$ cat src/rtl/vadc_pkg.sv
package vadc_pkg;
  typedef enum logic [1:0] {SEW8 = 2'd0, SEW16 = 2'd1, SEW32 = 2'd2, SEW64 = 2'd3} sew_e;
  typedef enum logic [1:0] {ST_IDLE, ST_RUN, ST_TAIL, ST_FIN} state_e;

  function automatic logic [63:0] sew_mask(sew_e s);
    case (s)
      SEW8:    sew_mask = 64'h0000_0000_0000_00ff;
      SEW16:   sew_mask = 64'h0000_0000_0000_ffff;
      SEW32:   sew_mask = 64'h0000_0000_ffff_ffff;
      default: sew_mask = '1;
    endcase
  endfunction
endpackage

$ cat src/rtl/vadc_carry_pick.sv
module vadc_carry_pick #(
  parameter int VLEN  = 256,
  parameter int IDX_W = 6
) (
  input  logic [VLEN-1:0]  mask_i,
  input  logic [IDX_W-1:0] idx_i,
  input  logic [6:0]       mlen_i,
  output logic             carry_o
);
  localparam int POS_W = IDX_W + 7;
  localparam int SEL_W = $clog2(VLEN);

  logic [POS_W-1:0] pos;
  assign pos = POS_W'(idx_i) * POS_W'(mlen_i);
  // fields past the mask width give no carry
  assign carry_o = (pos < POS_W'(VLEN)) ? mask_i[pos[SEL_W-1:0]] : 1'b0;
endmodule

$ cat src/rtl/vadc_elem_alu.sv
module vadc_elem_alu
  import vadc_pkg::*;
(
  input  sew_e        sew_i,
  input  logic        sub_i,
  input  logic [63:0] a_i,
  input  logic [63:0] b_i,
  input  logic        c_i,
  output logic [63:0] res_o
);
  logic [63:0] raw;
  assign raw   = sub_i ? (a_i - b_i - 64'(c_i)) : (a_i + b_i + 64'(c_i));
  assign res_o = raw & sew_mask(sew_i);
endmodule

$ cat src/rtl/vadc_ctrl.sv
module vadc_ctrl
  import vadc_pkg::*;
#(
  parameter int IDX_W = 6
) (
  input  logic             clk_i,
  input  logic             rst_ni,
  input  logic             start_i,
  input  logic [IDX_W-1:0] vl_i,
  output logic             accept_o,
  output logic             run_o,
  output logic             tail_o,
  output logic             busy_o,
  output logic             done_o,
  output logic [IDX_W-1:0] idx_o,
  output logic [IDX_W-1:0] vl_o
);
  state_e           state_q;
  logic [IDX_W-1:0] idx_q, vl_q;

  assign accept_o = start_i && (state_q == ST_IDLE);
  assign run_o    = state_q == ST_RUN;
  assign tail_o   = state_q == ST_TAIL;
  assign busy_o   = state_q != ST_IDLE;
  assign done_o   = state_q == ST_FIN;
  assign idx_o    = idx_q;
  assign vl_o     = vl_q;

  always_ff @(posedge clk_i or negedge rst_ni) begin
    if (!rst_ni) begin
      state_q <= ST_IDLE;
      idx_q   <= '0;
      vl_q    <= '0;
    end else begin
      case (state_q)
        ST_IDLE: if (start_i) begin
          vl_q    <= vl_i;
          idx_q   <= '0;
          state_q <= (vl_i == '0) ? ST_TAIL : ST_RUN;
        end
        ST_RUN: begin
          if (idx_q == vl_q - IDX_W'(1)) state_q <= ST_TAIL;
          else                           idx_q   <= idx_q + IDX_W'(1);
        end
        ST_TAIL: state_q <= ST_FIN;
        default: state_q <= ST_IDLE;
      endcase
    end
  end

  AST_DONE_PULSE: assert property (@(posedge clk_i) disable iff (!rst_ni)
    done_o |=> !done_o);
  AST_IDX_BELOW_VL: assert property (@(posedge clk_i) disable iff (!rst_ni)
    run_o |-> (idx_q < vl_q));
  AST_ZERO_VL_TAIL: assert property (@(posedge clk_i) disable iff (!rst_ni)
    (accept_o && vl_i == '0) |=> tail_o);
  AST_VL_HELD: assert property (@(posedge clk_i) disable iff (!rst_ni)
    busy_o |=> (!busy_o || $stable(vl_q)));
endmodule

$ cat src/rtl/vadc_unit.sv
module vadc_unit
  import vadc_pkg::*;
#(
  parameter int VLEN  = 256,
  parameter int XLEN  = 32,
  parameter int NB    = VLEN / 8,
  parameter int IDX_W = $clog2(NB + 1)
) (
  input  logic             clk_i,
  input  logic             rst_ni,
  input  logic             start_i,
  input  logic             sub_i,
  input  logic             scalar_sel_i,
  input  logic [1:0]       sew_i,
  input  logic [IDX_W-1:0] vl_i,
  input  logic [IDX_W-1:0] vlmax_i,
  input  logic [6:0]       mlen_i,
  input  logic [VLEN-1:0]  vs1_i,
  input  logic [VLEN-1:0]  vs2_i,
  input  logic [XLEN-1:0]  scalar_i,
  input  logic [VLEN-1:0]  mask_i,
  input  logic [VLEN-1:0]  vd_i,
  output logic             busy_o,
  output logic             done_o,
  output logic [VLEN-1:0]  vd_o
);
  localparam int BSH_W = IDX_W + 6;

  logic             accept, run, tail, carry;
  logic [IDX_W-1:0] idx, vl_q;
  logic             sub_q, scal_q;
  sew_e             sew_q;
  logic [IDX_W-1:0] vlmax_q;
  logic [6:0]       mlen_q;
  logic [VLEN-1:0]  vs1_q, vs2_q, mask_q, vd_q, vd_d;
  logic [XLEN-1:0]  scalar_q;
  logic [BSH_W-1:0] bit_sh;
  logic [VLEN-1:0]  vs1_sh, vs2_sh;
  logic [63:0]      op_a, op_b, scal_ext, res;
  logic [2:0]       lane_msk;

  vadc_ctrl #(.IDX_W(IDX_W)) i_ctrl (
    .clk_i, .rst_ni, .start_i, .vl_i,
    .accept_o(accept), .run_o(run), .tail_o(tail),
    .busy_o, .done_o, .idx_o(idx), .vl_o(vl_q)
  );

  always_ff @(posedge clk_i or negedge rst_ni) begin
    if (!rst_ni) begin
      sub_q <= 1'b0; scal_q <= 1'b0; sew_q <= SEW8;
      vlmax_q <= '0; mlen_q <= '0; scalar_q <= '0;
      vs1_q <= '0; vs2_q <= '0; mask_q <= '0;
    end else if (accept) begin
      sub_q <= sub_i; scal_q <= scalar_sel_i; sew_q <= sew_e'(sew_i);
      vlmax_q <= vlmax_i; mlen_q <= mlen_i; scalar_q <= scalar_i;
      vs1_q <= vs1_i; vs2_q <= vs2_i; mask_q <= mask_i;
    end
  end

  // element fetch: byte offset idx<<sew, scaled to bits
  assign bit_sh   = BSH_W'(idx) << (BSH_W'(sew_q) + BSH_W'(3));
  assign vs1_sh   = vs1_q >> bit_sh;
  assign vs2_sh   = vs2_q >> bit_sh;
  assign scal_ext = {{(64-XLEN){scalar_q[XLEN-1]}}, scalar_q};
  assign op_a     = vs2_sh[63:0];
  assign op_b     = scal_q ? scal_ext : vs1_sh[63:0];
  assign lane_msk = 3'((4'd1 << sew_q) - 4'd1);

  vadc_carry_pick #(.VLEN(VLEN), .IDX_W(IDX_W)) i_carry (
    .mask_i(mask_q), .idx_i(idx), .mlen_i(mlen_q), .carry_o(carry)
  );

  vadc_elem_alu i_alu (
    .sew_i(sew_q), .sub_i(sub_q), .a_i(op_a), .b_i(op_b), .c_i(carry), .res_o(res)
  );

  always_comb begin
    vd_d = accept ? vd_i : vd_q;
    for (int b = 0; b < NB; b++) begin
      logic [IDX_W-1:0] eidx;
      logic [2:0]       lane;
      eidx = IDX_W'(b) >> sew_q;
      lane = 3'(b) & lane_msk;
      if (run && eidx == idx)
        vd_d[b*8 +: 8] = res[{lane, 3'b000} +: 8];
      if (tail && eidx >= vl_q && eidx < vlmax_q)
        vd_d[b*8 +: 8] = 8'h00;
    end
  end

  always_ff @(posedge clk_i or negedge rst_ni) begin
    if (!rst_ni) vd_q <= '0;
    else         vd_q <= vd_d;
  end

  assign vd_o = vd_q;

  AST_VD_IDLE_HOLD: assert property (@(posedge clk_i) disable iff (!rst_ni)
    (!busy_o && !start_i) |=> $stable(vd_o));
endmodule

$ cat config.mk
export PLATFORM = sky130hd
export DESIGN_NAME = vadc_unit
export DESIGN_NICKNAME = d
export VERILOG_FILES = /design/src/rtl/vadc_pkg.sv /design/src/rtl/vadc_carry_pick.sv /design/src/rtl/vadc_elem_alu.sv /design/src/rtl/vadc_ctrl.sv /design/src/rtl/vadc_unit.sv
export SDC_FILE = /design/constraint.sdc
export NUM_CORES = 2
export LEC_CHECK = 0
export CAP_MARGIN = 15
export CORE_AREA = 2 2 521 523
export CTS_BUF_LIST = sky130_fd_sc_hd__clkbuf_8
export DETAILED_ROUTE_END_ITERATION = 16
export DIE_AREA = 0 0 523 525
export PLACE_DENSITY = 0.54
export RECOVER_POWER = 50
export SLEW_MARGIN = 10
export SYNTH_ARGS = -nofsm -noshare
export SYNTH_HDL_FRONTEND = slang
export SYNTH_SLANG_ARGS = --single-unit
$ cat constraint.sdc
create_clock -name clk_i -period 12.7 [get_ports clk_i]
set_input_delay 1.27 -clock clk_i [delete_from_list [all_inputs] [get_ports clk_i]]
set_output_delay 1.27 -clock clk_i [all_outputs]
set_load 0.01 [all_outputs]
==> metrics.cfg <==
[yosys]
synth_top_area_cell = dfrtp_1
synth_area_leaders = dfrtp_1, nand2_1, mux2i_1, mux4_2, a21oi_1
synth_top_family_by_area = simple AND/OR/NAND/NOR gates
synth_compound_area_share_pct = 17.36
synth_top_area_share_pct = 27.92
synthSimpleGateAreaFrac_pct = 26.39
ys_seq_area_share_pct = 27.92
ys.flop_type = dfrtp_1
netlist_area_um2 = 97410
syn_nets = 14627
syn_inst = 13235
ys.warnings.count = 0
synthArstFlopShare_pct = 100.0
synth_xor_area_share_pct = 1.214
synth_cell_type_count = 106
avgSynthCellArea_um2 = 7.360
synth_seq_cells = 1087
synth-edff-count = 0
synthAdderAreaFrac_pct = 4.174
synth_mux_area_share_pct = 17.43

[global_routing]
grt_pass1_wl_um = 758700
grt_use_total_pct = 37.91
grt_pass1_vias = 100284
antenna_found_initial = 104
grt_max_degree = 191
grt-ovfl-total = 0

[placed_design]
post-dp-hpwl_um = 427300
gp_congestion = 1.077
io_buffers = 1339

[sta]
max-slew-margin-rel_pct = -330.4
max_freq_ghz = 0.08122
fin_crit_sh_pct = 96.94
grt_setup_unrepaired = no
finalSetupTns_ns = 0
worstMarginPinSlew_ns = 6.456
hold_viol = 0
drv_slew = 1085
setup-violations-final = 0
skew_ns = 0.1064
post-route-min-period_ns = 12.31

[floorplanning]
die_w_um = 523
core-area_um2 = 269300
row_count = 191
die_h_um = 525
start_util_pct = 36.17
ioPinCount = 1340
dieArea_um2 = 274600

[worst_setup_path]
crit_top_cell = o21ai_0
slowest_stage = o21ai_0
crit_family = compound AO/OA/AOI/OAI gates
worstPathRequired_ns = 13.49
start_kind = flop
cp-end-kind = flop
reg2reg_from = sew_q[1]
critPathLaunch = sew_q[1]
max_stage_delay_ns = 0.86
crit_arrival_ns = 13.11
cp_num_buf_inv = 4
path_max_fanout = 40
path_class = flop to flop

[clock_network]
h-tree-depth = 4
ctsHoldBuffers = 0
clkTransAtPathRegs_ns = 0.07
cts_buffers = 210
insertion_delay_ns = 1.05
cts_resized = 0
post_cts_buffers = 0
cts_tree = done
clk_path_buf_depth = 4
root_buffer = clkbuf_8
cts.sinks = 1087

[routing]
drt-initial-drc-count = 12892
post_drt_via_cell_ratio = 5.946
vias = 105690
drcViolationCount = 0
wire_per_inst_um = 30.44
drtAntennaViolNets = 0
dr.pass1.iters = 9
drt_wl_total_um = 541000

[run_status]
violations = max-capacitance violations, max-slew violations
status = complete, but fails checks

[final_layout]
fin_nets = 15402
drive_gt1_share_pct = 6.239
n_fill_cell = 28372
area_growth_pct = 20.91
seq_area_um2 = 27210
multiInputGateArea_um2 = 65080

[flow_run]
cap_viol_max_count = 15

[worst_hold_path]
min_from = mask_q[210]
hold_class = flop to flop

## kinds of logic (layout without fill, tap and decap cells)
logic type / Yosys count / in the layout
xor+xnor: 135 / 135
flops: 1087 / 1087
fa+ha+maj: 310 / 310
buf+inv: 1314 / 2233
mux: 1457 / 1457
compound gates: 2585 / 2585
other cells: 0 / 50
simple gates: 6347 / 6347
## cells in the mapped netlist, types with 21 or more instances
library cell and number:
and2_1 79, nand2_1 4672, nand3_1 235, nor2_1 783
o211a_1 46, o22ai_1 31, nand4_1 58, nor2b_1 34
o211ai_1 147, a21oi_1 736, clkbuf_1 663, xor2_1 44
or3_1 63, nor3_1 138, ha_1 285, a311oi_1 174
buf_4 36, a22oi_1 45, fa_1 25, o31ai_1 35
nand2b_1 37, a31oi_1 97, o21bai_1 43, a21o_1 72
o21a_1 32, a31o_2 21, buf_2 140, dfrtp_1 1087
a211oi_1 224, mux2i_1 1247, inv_1 268, a221oi_1 32
or2_2 28, buf_1 190, o311ai_0 22, and3_1 150
o221ai_1 38, mux4_2 188, o21ai_0 572, xnor2_1 91
## metrics by stage
step | cells | cell area [um2] | util [%] | hold slack [ns] | setup slack (ns)
final | 17774 | 117800 | 43.73 | 0.4675 | 0.3883
after CTS | 17723 | 117800 | 43.72 | 0.1912 | 0.9119
after detailed placement | 17367 | 113800 | 42.24 | 0.4582 | 0.9632
after global placement | 17364 | 113700 | 42.23 | 0.4515 | 1.083
after floorplan | 13235 | 97410 | - | 0.4403 | 3.406
after global routing | 17730 | 117700 | 43.69 | 0.4849 | 0.3115
## cell usage in the layout, fill, tap and decap left out, drive strengths merged, types with 38 or more instances in the layout
| master | count |
|---|---|
| nand3 | 235 |
| clkdlybuf4s50 | 1204 |
| a211oi | 227 |
| and3 | 150 |
| mux2i | 1248 |
| mux4 | 188 |
| a21oi | 742 |
| o21bai | 43 |
| inv | 350 |
| nor2 | 785 |
| nor3 | 138 |
| a31oi | 97 |
| dfrtp | 1087 |
| xor2 | 44 |
| clkbuf | 261 |
| and2 | 80 |
| xnor2 | 91 |
| buf | 256 |
| nand4 | 59 |
| o31ai | 38 |
| ha | 285 |
| o21ai | 588 |
| or3 | 64 |
| a21o | 72 |
| o211ai | 148 |
| a311oi | 175 |
| o221ai | 38 |
| a22oi | 47 |
| diode | 50 |
| dlygate4sd3 | 134 |
| o211a | 46 |
| nand2 | 4675 |
## routing by layer
metal	up-vias	GRT usage (%)	routed length, um
li1	47391	-	-
met4	82	22.48	38970
met5	-	0	525
met1	51336	46.55	208000
met3	1277	9.567	52520
met2	5604	59.77	241000
## worst reg2reg max path: cells and delay by family, from the launching register on
family | cells | cell delay [ns]
xor+xnor | 1 | 0.15
fa+ha+maj | 3 | 1.54
buf+inv | 4 | 0.91
mux | 4 | 1.49
simple gates | 2 | 0.72
flops | 1 | 0.84
compound gates | 19 | 6.49
## final timing paths
kind	endpoint	cells past startpoint	slack (ns)
max	vd_o[233]	33	0.39
min	mask_q[210]	2	0.47
max reg2reg	vd_o[233]	33	0.39
min reg2reg	mask_q[210]	2	0.47
max in group asynchronous	vd_o[242]	4	2.09
min in group asynchronous	vs2_q[76]	1	1.63
## layout make-up
type	count	area share (%)
multi-input cells	10834	55.25
flip-flops and latches	1087	23.10
repair buffers	1609	13.50
well taps	3570	3.793
clock buffers	246	2.875
inverters	268	0.8541
clock inverters	110	0.5174
diodes	50	0.1062
## state kept, by name, summed over array words and instances (netlist names)
name and cells:
vs2_q 256, i_ctrl.vl_o 6, scal_q 1, sub_q 1, i_ctrl.state_q 2, i_ctrl.idx_o 6, mlen_q 7, mask_q 256
sew_q 2, vd_o 256, vs1_q 256, vlmax_q 6, scalar_q 32
Power is left out: the tool's default activity adds up to more than one toggle a clock period on the data nets, which glitch-free logic cannot reach.
